===== src/rtl/rwin_pkg.sv =====
package rwin_pkg;
  typedef enum logic [1:0] {
    OP_SAVE    = 2'b00,
    OP_RESTORE = 2'b01,
    OP_FLUSH   = 2'b10,
    OP_NONE    = 2'b11
  } rw_op_e;

  typedef enum logic [1:0] {
    TK_NONE  = 2'b00,
    TK_SPILL = 2'b01,
    TK_FILL  = 2'b10,
    TK_CLEAN = 2'b11
  } rw_trap_e;

  typedef enum logic [1:0] {
    MV_STAY  = 2'b00,
    MV_FWD1  = 2'b01,
    MV_FWD2  = 2'b10,
    MV_BACK1 = 2'b11
  } rw_move_e;

  typedef enum logic [2:0] {
    SEL_CWP     = 3'd0,
    SEL_CANSAVE = 3'd1,
    SEL_CANREST = 3'd2,
    SEL_CLEAN   = 3'd3,
    SEL_OTHER   = 3'd4,
    SEL_WSTATE  = 3'd5
  } rw_sel_e;
endpackage


===== src/rtl/rwin_step.sv =====
module rwin_step
  import rwin_pkg::*;
#(
  parameter int NWIN = 8,
  localparam int CW = $clog2(NWIN)
) (
  input  logic [CW-1:0] cur,
  input  rw_move_e      move,
  output logic [CW-1:0] nxt
);
  localparam bit POW2 = ((NWIN & (NWIN - 1)) == 0);

  generate
    if (POW2) begin : g_wrap
      always_comb begin
        case (move)
          MV_FWD1:  nxt = cur + CW'(1);
          MV_FWD2:  nxt = cur + CW'(2);
          MV_BACK1: nxt = cur - CW'(1);
          default:  nxt = cur;
        endcase
      end
    end else begin : g_mod
      logic [CW:0] wide;
      always_comb begin
        wide = {1'b0, cur};
        case (move)
          MV_FWD1:  wide = {1'b0, cur} + (CW+1)'(1);
          MV_FWD2:  wide = {1'b0, cur} + (CW+1)'(2);
          MV_BACK1: wide = (cur == '0) ? (CW+1)'(NWIN - 1) : {1'b0, cur} - (CW+1)'(1);
          default:  wide = {1'b0, cur};
        endcase
        if (wide >= (CW+1)'(NWIN)) wide = wide - (CW+1)'(NWIN);
        nxt = wide[CW-1:0];
      end
    end
  endgenerate
endmodule


===== src/rtl/rwin_judge.sv =====
module rwin_judge
  import rwin_pkg::*;
#(
  parameter int NWIN = 8,
  localparam int CW = $clog2(NWIN)
) (
  input  logic          go,
  input  rw_op_e        op,
  input  logic [CW-1:0] cansave,
  input  logic [CW-1:0] canrestore,
  input  logic [CW-1:0] cleanwin,
  output rw_trap_e      kind,
  output rw_move_e      move,
  output logic [CW-1:0] cs_nxt,
  output logic [CW-1:0] cr_nxt,
  output logic          dst_we
);
  localparam logic [CW-1:0] CNT_MAX   = CW'(NWIN - 1);
  localparam logic [CW-1:0] FLUSH_REF = CW'(NWIN - 2);

  always_comb begin
    kind   = TK_NONE;
    move   = MV_STAY;
    cs_nxt = cansave;
    cr_nxt = canrestore;
    dst_we = 1'b0;
    if (go) begin
      case (op)
        OP_SAVE: begin
          if (cansave == '0) begin
            kind = TK_SPILL;
            move = MV_FWD2;
          end else if (cleanwin == canrestore) begin
            kind = TK_CLEAN;
            move = MV_FWD1;
          end else begin
            move   = MV_FWD1;
            cs_nxt = cansave - CW'(1);
            cr_nxt = (canrestore == CNT_MAX) ? CNT_MAX : canrestore + CW'(1);
            dst_we = 1'b1;
          end
        end
        OP_RESTORE: begin
          move = MV_BACK1;
          if (canrestore == '0) begin
            kind = TK_FILL;
          end else begin
            cs_nxt = (cansave == CNT_MAX) ? CNT_MAX : cansave + CW'(1);
            cr_nxt = canrestore - CW'(1);
            dst_we = 1'b1;
          end
        end
        OP_FLUSH: begin
          if (cansave != FLUSH_REF) kind = TK_SPILL;
        end
        default: ;
      endcase
    end
  end
endmodule


===== src/rtl/rwin_ctrl.sv =====
module rwin_ctrl
  import rwin_pkg::*;
#(
  parameter int NWIN = 8,
  parameter int WSW  = 3,
  parameter int XW   = 16,
  localparam int CW  = $clog2(NWIN),
  localparam int WDW = (2 * WSW > CW) ? 2 * WSW : CW
) (
  input  logic           clk,
  input  logic           rst_n,
  input  logic           op_go,
  input  logic [1:0]     op_sel,
  input  logic [XW-1:0]  a_in,
  input  logic [XW-1:0]  b_in,
  input  logic           wr_go,
  input  logic [2:0]     wr_sel,
  input  logic [WDW-1:0] wr_data,
  output logic [CW-1:0]  cwp,
  output logic [CW-1:0]  cansave,
  output logic [CW-1:0]  canrestore,
  output logic [CW-1:0]  cleanwin,
  output logic [CW-1:0]  otherwin,
  output logic [WSW-1:0] wstate_norm,
  output logic [WSW-1:0] wstate_oth,
  output logic           rd_we,
  output logic [XW-1:0]  rd_sum,
  output logic           trap_req,
  output logic [1:0]     trap_kind,
  output logic [WSW-1:0] trap_ws
);
  localparam logic [CW-1:0] INIT_FREE = CW'(NWIN - 2);

  logic          go;
  rw_trap_e      kind;
  rw_move_e      mv;
  logic [CW-1:0] cs_n, cr_n, cwp_n;
  logic          we_n;
  logic [WSW-1:0] ws_pick;

  assign go      = op_go && !wr_go;
  assign ws_pick = (otherwin != '0) ? wstate_oth : wstate_norm;

  rwin_judge #(.NWIN(NWIN)) u_judge (
    .go         (go),
    .op         (rw_op_e'(op_sel)),
    .cansave    (cansave),
    .canrestore (canrestore),
    .cleanwin   (cleanwin),
    .kind       (kind),
    .move       (mv),
    .cs_nxt     (cs_n),
    .cr_nxt     (cr_n),
    .dst_we     (we_n)
  );

  rwin_step #(.NWIN(NWIN)) u_step (
    .cur  (cwp),
    .move (mv),
    .nxt  (cwp_n)
  );

  always_ff @(posedge clk or negedge rst_n) begin
    if (!rst_n) begin
      cwp         <= '0;
      cansave     <= INIT_FREE;
      canrestore  <= '0;
      cleanwin    <= INIT_FREE;
      otherwin    <= '0;
      wstate_norm <= '0;
      wstate_oth  <= '0;
      rd_we       <= 1'b0;
      rd_sum      <= '0;
      trap_req    <= 1'b0;
      trap_kind   <= 2'b00;
      trap_ws     <= '0;
    end else begin
      rd_we     <= 1'b0;
      trap_req  <= 1'b0;
      trap_kind <= 2'b00;
      trap_ws   <= '0;
      if (wr_go) begin
        case (rw_sel_e'(wr_sel))
          SEL_CWP:     cwp        <= wr_data[CW-1:0];
          SEL_CANSAVE: cansave    <= wr_data[CW-1:0];
          SEL_CANREST: canrestore <= wr_data[CW-1:0];
          SEL_CLEAN:   cleanwin   <= wr_data[CW-1:0];
          SEL_OTHER:   otherwin   <= wr_data[CW-1:0];
          SEL_WSTATE: begin
            wstate_norm <= wr_data[WSW-1:0];
            wstate_oth  <= wr_data[2*WSW-1:WSW];
          end
          default: ;
        endcase
      end else if (go) begin
        cwp        <= cwp_n;
        cansave    <= cs_n;
        canrestore <= cr_n;
        rd_we      <= we_n;
        trap_req   <= (kind != TK_NONE);
        trap_kind  <= 2'(kind);
        trap_ws    <= (kind == TK_SPILL || kind == TK_FILL) ? ws_pick : '0;
        if (we_n) rd_sum <= a_in + b_in;
      end
    end
  end
endmodule


===== config.mk =====
export PLATFORM = sky130hd
export DESIGN_NAME = rwin_ctrl
export DESIGN_NICKNAME = d
export VERILOG_FILES = /design/src/rtl/rwin_pkg.sv /design/src/rtl/rwin_step.sv /design/src/rtl/rwin_judge.sv /design/src/rtl/rwin_ctrl.sv
export SDC_FILE = /design/constraint.sdc
export NUM_CORES = 1
export LEC_CHECK = 0
export ABC_AREA = 1
export BUFFER_PORTS_ARGS = -buffer_cell sky130_fd_sc_hd__buf_4
export CAP_MARGIN = 15
export CORE_MARGIN = 2
export CORE_UTILIZATION = 57
export DETAILED_ROUTE_END_ITERATION = 16
export GPL_ROUTABILITY_DRIVEN = 0
export MAX_ROUTING_LAYER = met4
export PLACE_DENSITY_LB_ADDON = 0.12
export SETUP_SLACK_MARGIN = 0.1
export SYNTH_ARGS = -nofsm -noshare
export SYNTH_HDL_FRONTEND = slang
export SYNTH_SLANG_ARGS = --single-unit
export TNS_END_PERCENT = 5

===== constraint.sdc =====
create_clock -name clk -period 5.6 [get_ports clk]
set_input_delay 0.28 -clock clk [delete_from_list [all_inputs] [get_ports clk]]
set_output_delay 0.28 -clock clk [all_outputs]
set_load 0.01 [all_outputs]

---- After elaboration in Yosys (flattened, before gate mapping) ----
Cells that the tools add are included.
storage, ports and cells
  bits in registers ....................... 44
  word-level logic and storage cells ...... 106
  output and inout bits ................... 44
  bits of input ports ..................... 47
cells by class
  eq/ne operators ......................... 22
  muxes and demuxes ....................... 44
  reductions and logical operators ........ 19
  add/sub/neg operators ................... 8
  bitwise gates (word level) .............. 1
operators by type and width
  cell                                                 number
  two-way mux 3 bit                                    21
  adder 16 bit                                         1
  two-way mux 2 bit                                    8
  equality test 3 bit, second input constant           4
  != test 3 bit, second input constant                 4
  case mux 3 bit (2 select lines)                      2
  AND reduction 6 bit                                  2
  adder 3 x 1 -> 3 bit, second input constant          3
  zero test 3 bit                                      3
  two-way mux 1 bit                                    9
  case mux 3 bit (3 select lines)                      1
  subtractor 3 x 1 -> 3 bit, second input constant     3
  equality test 2 bit, second input constant           4
  equality test 2 x 1 -> 1 bit, second input constant  3
  equality test 3 x 2 -> 1 bit, second input constant  2
  != test 2 x 1 -> 1 bit, second input constant        3
  case mux 2 bit (3 select lines)                      1
  AND reduction 2 bit                                  3
  AND reduction 3 bit                                  2
  nonzero test 3 bit                                   2
  case mux 2 bit (2 select lines)                      1
  nonzero test 2 bit                                   2
  nonzero test 4 bit                                   1
  adder 3 x 2 -> 3 bit, second input constant          1
  other kinds (8)                                      8

---- Depth between registers and ports, before layout ----
  depth after elaboration ................. 10
  mapped depth ............................ 12
  depth with buffers taken out ............ 12

---- By module ----
From an unflattened synthesis, not the netlist that was laid out.
unflattened totals
  cells, all modules ...................... 473
  area total of the unflattened synthesis .. 3365.7 um^2
by module, submodules not included
  module      area each (um^2)  cells each  instances
  rwin_ctrl   2712.6            353         1
  rwin_judge  528.0             97          1
  rwin_step   125.1             23          1

---- Worst setup path after synthesis ----
Ideal clock, no wire load.
  path type ............................... flip-flop to flip-flop
  from .................................... reg cansave[1]
  to ...................................... reg trap_ws[0]
  setup slack ............................. 3720 ps
  arrival ................................. 1794 ps
  path buffers ............................ 0
  setup time .............................. 86 ps
  stages on the path, launching flop included .. 12
  period minus slack after synthesis ...... 1880 ps
  path through ............................ dfstp_2 > inv_1 > ha_1 > nand2_1 > inv_1 > nor2_1 > nand2_1 > a21oi_1 > inv_1 > ha_1 > nand2_1 > nor3_1
between the ends
  word-level cells in the longest chain between the ends .. 9
RTL lines
  element                                                                     line                                text
  start: declaration                                                          rwin_ctrl.sv:20                     output logic [CW-1:0] cansave,
  start signal: assignment                                                    rwin_ctrl.sv:85                     SEL_CANSAVE: cansave <= wr_data[CW-1:0];
  start signal: assignment                                                    rwin_ctrl.sv:97                     cansave <= cs_n;
  != test 3 bit / zero test 3 bit (equally long branches)                     rwin_judge.sv:54, rwin_judge.sv:30
  two-way mux 1 bit / two-way mux 2 bit (equally long branches)               rwin_judge.sv:54, rwin_judge.sv:30
  case mux 2 bit (3 select lines) (*)                                         rwin_judge.sv:28                    case (op)
  two-way mux 2 bit (*)                                                       rwin_judge.sv:27                    if (go) begin
  equality test 2 x 1 -> 1 bit / equality test 2 bit (equally long branches)  rwin_ctrl.sv:102                    trap_ws <= (kind == TK_SPILL || kind == TK_FILL) ? ws_pick : '0;
  logical OR 1 bit (*)                                                        rwin_ctrl.sv:102
  two-way mux 3 bit (*)                                                       rwin_ctrl.sv:102
  two-way mux 3 bit (*)                                                       rwin_ctrl.sv:95                     end else if (go) begin
  two-way mux 3 bit (*)                                                       rwin_ctrl.sv:82                     if (wr_go) begin
  end signal: assignment                                                      rwin_ctrl.sv:102
  end: declaration                                                            rwin_ctrl.sv:30                     output logic [WSW-1:0] trap_ws
Mark *: on every way between the ends. The rest lies on a longest branch, timed or not.
A chain may end at the register's enable or synchronous reset.

---- Worst setup path in the final report ----
  from .................................... reg cansave[1]
  to ...................................... reg trap_ws[2]
The elaborated chain is that of the path after synthesis.

==> impl_metrics.ini <==
[sta]
max_slew.worst_pin.slew_ps = 550
finalHoldViolCount = 0
count_of_endpoints_failing_setup_in_the_final_report = 0
fmaxAchievable_mhz = 471
final_critical_path_setup_slack_ps = 3480
fin_worst_skew_ps = 9.71
timing.slew.headroom_pct = 63.3
holdWs_ps = 218
post-route-period-util_pct = 37.9
timing.final.crit_period_ps = 2120
fin_tns_setup_ps = 0
setup_repair_after_global_routing_missed_its_margin = no
final_report_max_slew_violation_count = 0

[global_routing]
first_global_vias = 3098
maximum_number_of_pins_on_one_net_before_global_route_repair = 45
number_of_antenna_violations_at_the_first_check_in_global_routing = 0
globalRouteTotalUtil_pct = 26.0
sum_of_overflow_across_all_layers_after_global_routing = 0
grt_first_pass_wirelength_mm = 13.1

[clock_network]
clk_pin_slew_ps = 90
clock_insertion_delay_worst_skew_ps = 300
cts_num_sinks = 44
max-clock-path-buffers = 2
cts.repair.resized = 0
holdBufCountCts = 1
number_of_buffers_added_for_setup_after_cts = 0
clock-root-buffer = sky130_fd_sc_hd__clkbuf_8
cts_buffers = 5
cts_tree = yes
total_number_of_h_tree_levels = 2

[routing]
detail-route-antenna-nets = 0
finalWirelength_mm = 7.68
post-route-drc-count = 0
top_signal_layer_used = met4
1st_pass_router_iterations = 7
drt-vias-per-instance = 5.17
wl_met2_mm = 3.98
detail_route.wl_per_cell_um = 12.4
wirelength_met1_mm = 3.14
num_vias = 3208
wl_met3_um = 440
initialDrtViolationCount = 171

[hold_path]
worst_hold_path.endpoint = wstate_oth[1]$_DFFE_PN0P_
hp-start = wr_data[4]
min_delay_path_depth = 2
hp_class = input port to flop

[logic_synthesis]
top_flip_flop_cell_by_instance_count_after_synthesis = sky130_fd_sc_hd__dfrtp_1
synth_area_sq_mm = 0.00331
ys_top_cells_by_area = sky130_fd_sc_hd__dfrtp_1 30%, sky130_fd_sc_hd__nand2_1 16%, sky130_fd_sc_hd__ha_1 8.7%
async_flop_share_pct = 100
ys_seq_elements = 44
yosysTopAreaCellShare_pct = 30.2
synth_top_area_cell = sky130_fd_sc_hd__dfrtp_1
avg_cell_area_syn_sq_um = 7.31
synth_enable_flop_cells = 0
synth-warning-count = 0
yosys-top-cells-count = 143 x sky130_fd_sc_hd__nand2_1, 68 x sky130_fd_sc_hd__inv_1, 40 x sky130_fd_sc_hd__dfrtp_1, 33 x sky130_fd_sc_hd__nor2_1, 27 x sky130_fd_sc_hd__nand3_1
yosysSeqAreaShare_pct = 33.4
mappedNetlistNets = 525
most_used_standard_cell_by_instance_count_after_synthesis = sky130_fd_sc_hd__nand2_1
synth_cells = 453
synthDistinctLibCells = 36

[setup_path]
worstSetupEndpointType = flop
r2r-start = cansave[1]$_DFFE_PN1P_
critical_path.reg2reg.endpoint = trap_ws[2]$_DFF_PN0_
setup.reg_to_reg.worst_slack_ps = 3480
r2r.worst_path.cells = 11
path_max_fanout = 5
crit_type = flop to flop
worstPathArrival_ps = 2330
critical_path.startpoint_type = flop
critical_path_required_ps = 5810

[floorplan]
top_level_ports = 91
die_area_sq_mm = 0.00644
fp-row-count = 27
dieWidth_um = 80.2
initial_core_util_pct = 59.4
fp.coreArea_sq_mm = 0.00557
floorplan.die.height_um = 80.2

[final_layout]
number_of_flip_flops_under_the_largest_register_name = 16
num_antenna_cells = 0
register_name_with_the_most_flops = rd_sum
area.growth.synth_to_final_pct = 24.8
drive_above_1_share_pct = 25.5
layout.core_utilization_pct = 74.2
layout.nets = 619

[power]
power.ir.vdd_worst_mv = 0.181
leak_nw = 2.30
power_density_mw_per_mm2 = 328

[outcome]
status = completed

[place]
post-dp-hpwl_mm = 6.15
dp_slack_ps = 3520
port_buffers = 90

[flow_run]
max_cap_violations = 0
==> kinds of logic (layout without fill, tap and decap cells) <==
logic type	count (synthesis)	in the layout	synth area share (%)
DFF	44	44	33.4
AOI/OAI and AO/OA	49	49	8.72
xor gates and xnor gates	13	13	3.44
muxes	3	3	1.02
buffers and inverters	78	173	10.1
adders and majority gates	25	25	9.89
and+or+nand+nor	241	241	33.4
==> report_power, final <==
| group | internal, mW | switching (mW) |
|---|---|---|
| sequential | 0.422 | 0.0868 |
| combinational | 0.300 | 0.338 |
| clock | 0.100 | 0.110 |
==> critical path: stages (launching register included) <==
cell and delay [ps]:
sky130_fd_sc_hd__dfstp_2 570, sky130_fd_sc_hd__inv_1 60, sky130_fd_sc_hd__ha_1 180, sky130_fd_sc_hd__nand2_1 140, sky130_fd_sc_hd__inv_1 70, sky130_fd_sc_hd__nor2_1 100, sky130_fd_sc_hd__nand2_1 60, sky130_fd_sc_hd__a21oi_1 190
sky130_fd_sc_hd__inv_1 70, sky130_fd_sc_hd__ha_1 280, sky130_fd_sc_hd__nand2_1 100, sky130_fd_sc_hd__nor3_1 210
==> how the worst max path moves through the flow <==
stage | from | cells after the start | to
after global routing | cansave[1]$_DFFE_PN1P_ | 11 | trap_ws[2]$_DFF_PN0_
after floorplan | cansave[1]$_DFFE_PN1P_ | 11 | trap_ws[0]$_DFF_PN0_
after global placement | cansave[1]$_DFFE_PN1P_ | 11 | trap_ws[1]$_DFF_PN0_
final | cansave[1]$_DFFE_PN1P_ | 11 | trap_ws[2]$_DFF_PN0_
after detailed placement | cansave[1]$_DFFE_PN1P_ | 11 | trap_ws[2]$_DFF_PN0_
after CTS | cansave[1]$_DFFE_PN1P_ | 11 | trap_ws[2]$_DFF_PN0_
==> per-layer routing <==
layer  up-vias  track usage (%)
met5         -                -
met4         0             7.97
met3        10             3.48
met2        99             46.6
met1      1482             30.3
li1       1617                -
==> final cells by class <==
cell class              count  area [sq um]
multi-input cells         331          1870
well taps                  72          90.1
inverters                  74           288
clock buffers               7          86.3
repair buffers             91           686
fillers                   480          1440
clock inverters             1          7.51
flip-flops and latches     44          1110
==> through the flow <==
stage                     total power [mW]  std cells  area, sq um
after floorplan                      0.885        453         3310
after global placement                1.13        611         4030
after detailed placement              1.15        611         4030
after CTS                             1.36        620         4140
after global routing                  1.46        620         4140
final                                 1.36        620         4140
==> cells in the final DEF (no fill, tap or decap) <==
| master | instances |
|---|---|
| sky130_fd_sc_hd__nor2_4 | 1 |
| sky130_fd_sc_hd__nand3b_1 | 2 |
| sky130_fd_sc_hd__nand3_2 | 8 |
| sky130_fd_sc_hd__nor2_1 | 33 |
| sky130_fd_sc_hd__dlygate4sd3_1 | 1 |
| sky130_fd_sc_hd__clkbuf_1 | 1 |
| sky130_fd_sc_hd__nand4_1 | 3 |
| sky130_fd_sc_hd__nand2_8 | 2 |
| sky130_fd_sc_hd__or2_1 | 1 |
| sky130_fd_sc_hd__nor3_1 | 9 |
| sky130_fd_sc_hd__o21ai_0 | 21 |
| sky130_fd_sc_hd__ha_1 | 23 |
| sky130_fd_sc_hd__clkbuf_8 | 6 |
| sky130_fd_sc_hd__nand2_1 | 143 |
| sky130_fd_sc_hd__dfstp_2 | 4 |
| sky130_fd_sc_hd__inv_1 | 68 |
| sky130_fd_sc_hd__a21oi_1 | 14 |
| sky130_fd_sc_hd__o211ai_1 | 2 |
| sky130_fd_sc_hd__a311oi_1 | 1 |
| sky130_fd_sc_hd__xor2_1 | 2 |
| sky130_fd_sc_hd__clkinvlp_4 | 1 |
| sky130_fd_sc_hd__buf_4 | 90 |
| sky130_fd_sc_hd__o21a_1 | 1 |
| sky130_fd_sc_hd__nor2_2 | 6 |
| sky130_fd_sc_hd__xnor2_1 | 11 |
| sky130_fd_sc_hd__nand3_1 | 27 |
| sky130_fd_sc_hd__nand2_2 | 2 |
| sky130_fd_sc_hd__nand2_4 | 4 |
| sky130_fd_sc_hd__dfrtp_1 | 40 |
| sky130_fd_sc_hd__inv_6 | 2 |
| sky130_fd_sc_hd__a21oi_2 | 7 |
| sky130_fd_sc_hd__fa_1 | 2 |
| sky130_fd_sc_hd__mux2_2 | 3 |
| sky130_fd_sc_hd__a22oi_1 | 1 |
| sky130_fd_sc_hd__inv_2 | 4 |
| sky130_fd_sc_hd__a21boi_0 | 1 |
| sky130_fd_sc_hd__a31oi_1 | 1 |
Note: power is estimated with default switching activity, not from simulation.
